<file path="config.mk">
export PLATFORM = sky130hd
export DESIGN_NAME = sm_subtractor
export DESIGN_NICKNAME = d
export VERILOG_FILES = /design/src/rtl/ssub_pkg.sv /design/src/rtl/ssub_peres_cell.sv /design/src/rtl/ssub_full_adder.sv /design/src/rtl/ssub_addsub_stage.sv /design/src/rtl/ssub_negate_stage.sv /design/src/rtl/sm_subtractor.sv
export SDC_FILE = /design/constraint.sdc
export NUM_CORES = 1
export LEC_CHECK = 0
export ABC_AREA = 1
export BUFFER_PORTS_ARGS = -buffer_cell sky130_fd_sc_hd__buf_4
export CAP_MARGIN = 20
export CORE_AREA = 2 2 39 41
export DETAILED_ROUTE_END_ITERATION = 6
export DIE_AREA = 0 0 41 43
export SLEW_MARGIN = 20
export SYNTH_ARGS = -nofsm -noshare
export SYNTH_HDL_FRONTEND = slang
export SYNTH_SLANG_ARGS = --single-unit
export TNS_END_PERCENT = 1
</file>
<file path="constraint.sdc">
create_clock -name vclk -period 9.2
set_input_delay 0.92 -clock vclk [all_inputs]
set_output_delay 0.92 -clock vclk [all_outputs]
set_load 0.01 [all_outputs]
</file>
<file path="src/rtl/ssub_pkg.sv">
package ssub_pkg;

    // Operand sign case, encoded as {sign of A, sign of B}; 1 means negative.
    typedef enum logic [1:0] {
        SC_POS_POS = 2'b00,
        SC_POS_NEG = 2'b01,
        SC_NEG_POS = 2'b10,
        SC_NEG_NEG = 2'b11
    } sign_case_e;

    // Operation chosen for the magnitude stage.
    typedef enum logic {
        OP_ADD = 1'b0,
        OP_SUB = 1'b1
    } mag_op_e;

endpackage

</file>
<file path="src/rtl/ssub_peres_cell.sv">
// Peres-style cell. The pass-through output P = a is a plain wire and is
// therefore not brought out. Q = a ^ b, R = (a & b) ^ c.
module ssub_peres_cell (
    input  logic in_a,
    input  logic in_b,
    input  logic in_c,
    output logic out_q,
    output logic out_r
);
    assign out_q = in_a ^ in_b;
    assign out_r = (in_a & in_b) ^ in_c;
endmodule

</file>
<file path="src/rtl/ssub_full_adder.sv">
// Full adder from two cascaded Peres cells (double-Peres arrangement).
// The first cell gives the partial sum and the generate term. The second
// cell folds in the carry input and the carry output.
module ssub_full_adder (
    input  logic op_x,
    input  logic op_y,
    input  logic cin,
    output logic sum,
    output logic cout
);
    logic half_sum;
    logic gen_term;

    ssub_peres_cell i_first (
        .in_a  (op_x),
        .in_b  (op_y),
        .in_c  (1'b0),
        .out_q (half_sum),
        .out_r (gen_term)
    );

    ssub_peres_cell i_second (
        .in_a  (half_sum),
        .in_b  (cin),
        .in_c  (gen_term),
        .out_q (sum),
        .out_r (cout)
    );
endmodule

</file>
<file path="src/rtl/ssub_addsub_stage.sv">
// Ripple add/subtract of two magnitudes. In OP_SUB mode the second operand
// is inverted bit by bit and the carry input is set, giving A + ~B + 1.
module ssub_addsub_stage
    import ssub_pkg::*;
#(
    parameter int WIDTH = 4
) (
    input  logic [WIDTH-1:0] mag_a,
    input  logic [WIDTH-1:0] mag_b,
    input  mag_op_e          op,
    output logic [WIDTH-1:0] raw,
    output logic             carry_out
);
    localparam int CHAIN = WIDTH + 1;

    logic             sub_en;
    logic [WIDTH-1:0] b_eff;
    logic [CHAIN-1:0] carry;

    assign sub_en   = (op == OP_SUB);
    assign carry[0] = sub_en;

    for (genvar i = 0; i < WIDTH; i++) begin : g_bit
        assign b_eff[i] = mag_b[i] ^ sub_en;

        ssub_full_adder i_fa (
            .op_x (mag_a[i]),
            .op_y (b_eff[i]),
            .cin  (carry[i]),
            .sum  (raw[i]),
            .cout (carry[i+1])
        );
    end

    assign carry_out = carry[CHAIN-1];
endmodule

</file>
<file path="src/rtl/ssub_negate_stage.sv">
// Conditional two's complement: out = negate ? (2^WIDTH - in) mod 2^WIDTH : in.
// Each bit is inverted under control of negate, then a chain of Peres
// half-adders adds the injected one. The top bit needs no carry output.
module ssub_negate_stage #(
    parameter int WIDTH = 4
) (
    input  logic [WIDTH-1:0] val_in,
    input  logic             negate,
    output logic [WIDTH-1:0] val_out
);
    logic [WIDTH-1:0] inv;
    logic [WIDTH-1:0] carry;

    assign carry[0] = negate;

    for (genvar i = 0; i < WIDTH; i++) begin : g_bit
        assign inv[i] = val_in[i] ^ negate;

        if (i < WIDTH - 1) begin : g_cell
            ssub_peres_cell i_ha (
                .in_a  (inv[i]),
                .in_b  (carry[i]),
                .in_c  (1'b0),
                .out_q (val_out[i]),
                .out_r (carry[i+1])
            );
        end else begin : g_top
            assign val_out[i] = inv[i] ^ carry[i];
        end
    end
endmodule

</file>
<file path="src/rtl/sm_subtractor.sv">
// Sign-magnitude subtractor: decodes the sign case, adds or subtracts the
// magnitudes, then re-complements a negative subtraction result.
module sm_subtractor
    import ssub_pkg::*;
#(
    parameter int WIDTH = 4
) (
    input  logic [WIDTH-1:0] opa_mag,
    input  logic             opa_neg,
    input  logic [WIDTH-1:0] opb_mag,
    input  logic             opb_neg,
    output logic [WIDTH-1:0] diff_mag,
    output logic             diff_neg,
    output logic             mag_ovf
);
    sign_case_e       sc;
    mag_op_e          op;
    logic [WIDTH-1:0] raw;
    logic             carry_out;
    logic             fix_neg;
    logic             sign_raw;
    logic             is_zero;

    assign sc = sign_case_e'({opa_neg, opb_neg});

    // Sign case to magnitude operation.
    always_comb begin
        unique case (sc)
            SC_POS_POS, SC_NEG_NEG: op = OP_SUB;
            SC_POS_NEG, SC_NEG_POS: op = OP_ADD;
            default:                op = OP_ADD;
        endcase
    end

    ssub_addsub_stage #(.WIDTH(WIDTH)) i_addsub (
        .mag_a     (opa_mag),
        .mag_b     (opb_mag),
        .op        (op),
        .raw       (raw),
        .carry_out (carry_out)
    );

    // In subtract mode a missing carry means A < B: the raw value is
    // 2^WIDTH - (B - A) and has to be complemented back.
    assign fix_neg = (op == OP_SUB) && !carry_out;

    ssub_negate_stage #(.WIDTH(WIDTH)) i_negate (
        .val_in  (raw),
        .negate  (fix_neg),
        .val_out (diff_mag)
    );

    always_comb begin
        if (op == OP_SUB) sign_raw = carry_out ? opa_neg : !opa_neg;
        else              sign_raw = opa_neg;
    end

    assign mag_ovf  = (op == OP_ADD) && carry_out;
    assign is_zero  = (diff_mag == '0) && !mag_ovf;
    assign diff_neg = sign_raw && !is_zero;
endmodule

</file>
; Word level (Yosys, flattened, before mapping)
; Index checks and enable logic that the tools add are counted.
[classes]
n_eq_ne = 3
mux = 3
bitwise_logic = 36
n_reduce_logical = 12
[ops]
columns = operator, n
row1 = $xor A1 B1 Y1, 24
row2 = $and A1 B1 Y1, 11
row3 = $eq A2 B2 Y1 const B, 2
row4 = $logic_and A1 B1 Y1, 4
row5 = $logic_not A1 Y1, 4
row6 = $logic_not A4 Y1, 1
row7 = $reduce_or A2 Y1, 2
row8 = $eq A2 B1 Y1 const B, 1
row9 = $logic_not A2 Y1, 1
row10 = $mux W1, 2
row11 = $pmux W1 S2, 1
row12 = $not A1 Y1, 1
[word_totals]
reg_bits = 0
inputBits = 10
out_inout_bits = 6
word_cells = 54

; Longest topological paths before layout
[depth]
depth_word = 24
depth_mapped = 19
mapped_depth_nobuf = 19

; Modules after synthesis
; From an unflattened synthesis, not the netlist that was laid out.
[hier_totals]
cells_unflattened = 119
hier_area_um2 = 575.6
[by_module_without_submodules]
columns = module, instances, cells_each, area_per_inst_um2, seq_area_each_um2
row1 = ssub_peres_cell, 11, 6, 31.3, 0.0
row2 = sm_subtractor, 1, 18, 80.1, 0.0
row3 = ssub_negate_stage, 1, 14, 72.6, 0.0
row4 = ssub_addsub_stage, 1, 17, 63.8, 0.0
row5 = ssub_full_adder, 4, 1, 3.8, 0.0

; Least setup slack after synthesis
; Ideal clock, no wire load.
[synth_timing]
path_kind = input to output
start = input port opa_neg
end = output port diff_neg
arrival_ps = 3453
required_ps = 8280
slack_ps = 4827
cell_stages = 19
path_buffers = 0
path_cell_list = inv_2 -> nand2_2 -> nand2_4 -> xor2_1 -> fa_1 -> inv_1 -> fa_1 -> fa_1 -> nand3_4 -> xnor2_1 -> ha_1 -> ha_1 -> inv_1 -> nand2_1 -> nand2_1 -> inv_1 -> nand2_2 -> nand2_2 -> a21oi_2
[synth_via]
elab_chain_cells = 24
elab_cells_between_ends = 54
classes_between = eq/ne (3) / mux (3) / bitwise (36) / reduce/logical (12)
[synth_lines]
columns = item, line_no
row1 = "start, declared", sm_subtractor.sv:9  ; input logic opa_neg,
row2 = "$eq A2 B1 Y1, or another cell as far along", sm_subtractor.sv:28  ; unique case (sc)
row3 = $reduce_or A2 Y1, sm_subtractor.sv:28
row4 = $pmux W1 S2, sm_subtractor.sv:28
row5 = $xor A1 B1 Y1, ssub_addsub_stage.sv:24  ; assign b_eff[i] = mag_b[i] ^ sub_en;
row6 = $xor A1 B1 Y1, ssub_peres_cell.sv:10  ; assign out_q = in_a ^ in_b;
row7 = $and A1 B1 Y1, ssub_peres_cell.sv:11  ; assign out_r = (in_a & in_b) ^ in_c;
row8 = $xor A1 B1 Y1, ssub_peres_cell.sv:11
row9 = $and A1 B1 Y1, ssub_peres_cell.sv:11
row10 = (+6 left out), n/a
row11 = $logic_and A1 B1 Y1, sm_subtractor.sv:45  ; assign fix_neg = (op == OP_SUB) && !carry_out;
row12 = $xor A1 B1 Y1, ssub_negate_stage.sv:17  ; assign inv[i] = val_in[i] ^ negate;
row13 = $and A1 B1 Y1 (3 in series), ssub_peres_cell.sv:11
row14 = $xor A1 B1 Y1, ssub_negate_stage.sv:28  ; assign val_out[i] = inv[i] ^ carry[i];
row15 = $logic_not A4 Y1, sm_subtractor.sv:59  ; assign is_zero = (diff_mag == '0) && !mag_ovf;
row16 = $logic_and A1 B1 Y1, sm_subtractor.sv:59
row17 = $logic_not A1 Y1, sm_subtractor.sv:60  ; assign diff_neg = sign_raw && !is_zero;
row18 = $logic_and A1 B1 Y1 (*), sm_subtractor.sv:60
row19 = "end, declared", sm_subtractor.sv:13  ; output logic diff_neg,
; Mark *: on every way between the ends. The rest lies on a longest branch, timed or not.

; Worst setup path after layout
; Ends and elaborated chain as after synthesis.

==> results.yml <==
worst_setup_path:
  critPathArrivalTime_ns: 3.88
  cp-start-kind: "primary input"
  path_cells: "buf_4 > inv_2 > nand2_2 > nand2_4 > xor2_1 > fa_1 > inv_1 > fa_1 > fa_1 > nand3_4 > xnor2_1 > ha_1 > ha_1 > nor2_1 > nand3_1 > nor2_1 > a21oi_2 > buf_4"
  cp.required_ns: 8.28
  cp_slowest_cell: "fa_1"
  crit_path_frequent_cell: "fa_1"
  crit_fanout: 6
  path_class: "primary input to output pin"
  cpPeakStageDelay_ns: 0.51
  cp-end-kind: "output pin"
finish:
  final_nets: 78
  syn2layout_area_growth_pct: 35.5
  seq_cell_count: 0
  multi_input_area_um2: 268
  clock_buffers: 0
  diodes: 0
  final_cell_mix: "16 x buf_4, 10 x nand2_1, 9 x inv_1"
  design_area_um2: 449
  fillers: 155
  drive_gt1_share_pct: 41.0
  final_common_cell: "buf_4"
  ff_latch_area_um2: 0
logic_synthesis:
  yosysSeqAreaShare_pct: 0
  syn_area_per_cell_um2: 6.91
  yosysUniqueCellTypes: 17
  synth_area_leaders: "fa_1 18%, nand2_1 11%, inv_1 10%"
  yosysWarningCount: 0
  syn_area_um2: 332
  synthCells: 48
  synth_top_cell_area_share_pct: 18.1
  yosysTopAreaCell: "fa_1"
  syn-num-nets: 63
routing:
  antenna_left: 0
  routedWlPerCell_um: 7.69
  wirelength_um: 592
  drc: 0
  drt-pass1-iter-count: 4
  via_count: 315
  viasPerCell: 4.09
  dr.first_iter.drc_count: 5
min_path:
  min_path_type: "primary input to output pin"
  min_path_cells: 4
floorplan:
  top_level_ports: 16
  fp.dieW_um: 41
  rows: 14
  dieArea_mm2: 0.00176
  start_util_pct: 24.0
  core_mm2: 0.00138
  fp.dieH_um: 43
placement:
  routabilityCongestion: 0.699
  dp_hpwl_um: 579
  port_buffers: 16
  place_area_um2: 449
power_and_ir_drop:
  p_int_uw: 27.9
  combPwrFrac_pct: 100.0
  p_leak_uw: 0.000246
  p_switching_uw: 28.7
  p_seq_share_pct: 0
  pwr-share-clk_pct: 0
  swShare_pct: 50.7
  powerDensity_mw_per_mm2: 126
  irDropWorstVdd_v: 0.0000446
timing:
  finalMaxSlewViolations: 0
  tns_ns: 0
  timing.fmax_mhz: 208
  hold_viol_final: 0
  slew_headroom_pct: 80.3
  min_period_over_period_pct: 52.1
  rsz0062_at_grt: "no"
  finalSetupViolCount: 0
  tightest_slew_ns: 0.294
  post-route-min-period_ns: 4.80
global_routing:
  grt_overflow: 0
  antenna_found_initial: 0
  track_usage_pct: 8.65
  grt_pass1_vias: 302
  grt_max_degree: 7
  grt_pass1_wl_um: 1150
cts:
  ctsHoldBuffers: 0
  cts_resized: 0
  postCtsSetupRepairBufs: 0
job:
  cap_violations: 0
status:
  status: "finished, final reports clean"
==> power by group through the flow <==
stage	combinational, µW	sequential (µW)	clock (µW)
final	56.7	0	0
after CTS	58.2	0	0
after global placement	57.2	0	0
after floorplan	43.0	0	0
after detailed placement	58.0	0	0
after global routing	64.9	0	0
==> Yosys cell counts <==
master and number:
nand2_1 10, o21ai_0 1, nand3_4 1, nor2_1 3
nand3_1 2, buf_4 3, nand2_2 3, inv_2 2
nor2_4 1, a21oi_2 1, fa_1 3, ha_1 2
nand2_4 1, xnor2_1 3, inv_1 9, xor2_1 2
o21a_1 1
==> critical path: cells and delay by family <==
family / cells / cell delay, ns
adders and majority gates: 5 / 1.57
buffers and inverters: 4 / 0.36
and+or+nand+nor: 6 / 0.67
xor gates and xnor gates: 2 / 0.28
AOI/OAI and AO/OA: 1 / 0.07
==> stage by stage <==
stage | hold slack (ns) | util (%) | instances | setup WS, ns | total power (µW)
finish | 2.18 | 32.5 | 77 | 4.40 | 56.7
floorplan | 2.00 | - | 48 | 4.83 | 43.0
global route | 2.23 | 32.5 | 77 | 4.16 | 64.9
global placement | 2.18 | 32.5 | 77 | 4.39 | 57.2
CTS | 2.18 | 32.5 | 77 | 4.37 | 58.2
detailed placement | 2.18 | 32.5 | 77 | 4.39 | 58.0
==> metal layers <==
layer	up-vias	GRT usage, %	part of all wire [%]	routed length (µm)
met4	0	0	0	0
met1	143	11.0	36	216
met5	-	0	0	0
li1	165	-	-	-
met3	0	0	4.4	26
met2	7	16.3	59	350
==> final cells by class <==
cell class / instances / area share, %
timing repair buffer: 16 / 26.7
multi-input combinational: 34 / 59.6
tap: 16 / 4.46
inverter: 11 / 9.19
==> logic make-up after synthesis <==
group | Yosys count | share of synthesized area [%]
xor+xnor | 5 | 13.2
simple gates | 21 | 35.5
fa+ha+maj | 5 | 25.7
compound gates | 3 | 6.41
buf+inv | 14 | 19.2
==> final timing paths <==
check | startpoint | endpoint | slack [ns]
min | opa_mag[0] | diff_mag[0] | 2.18
max | opa_neg | diff_neg | 4.40
No activity file was read; power rests on OpenSTA's default activity.
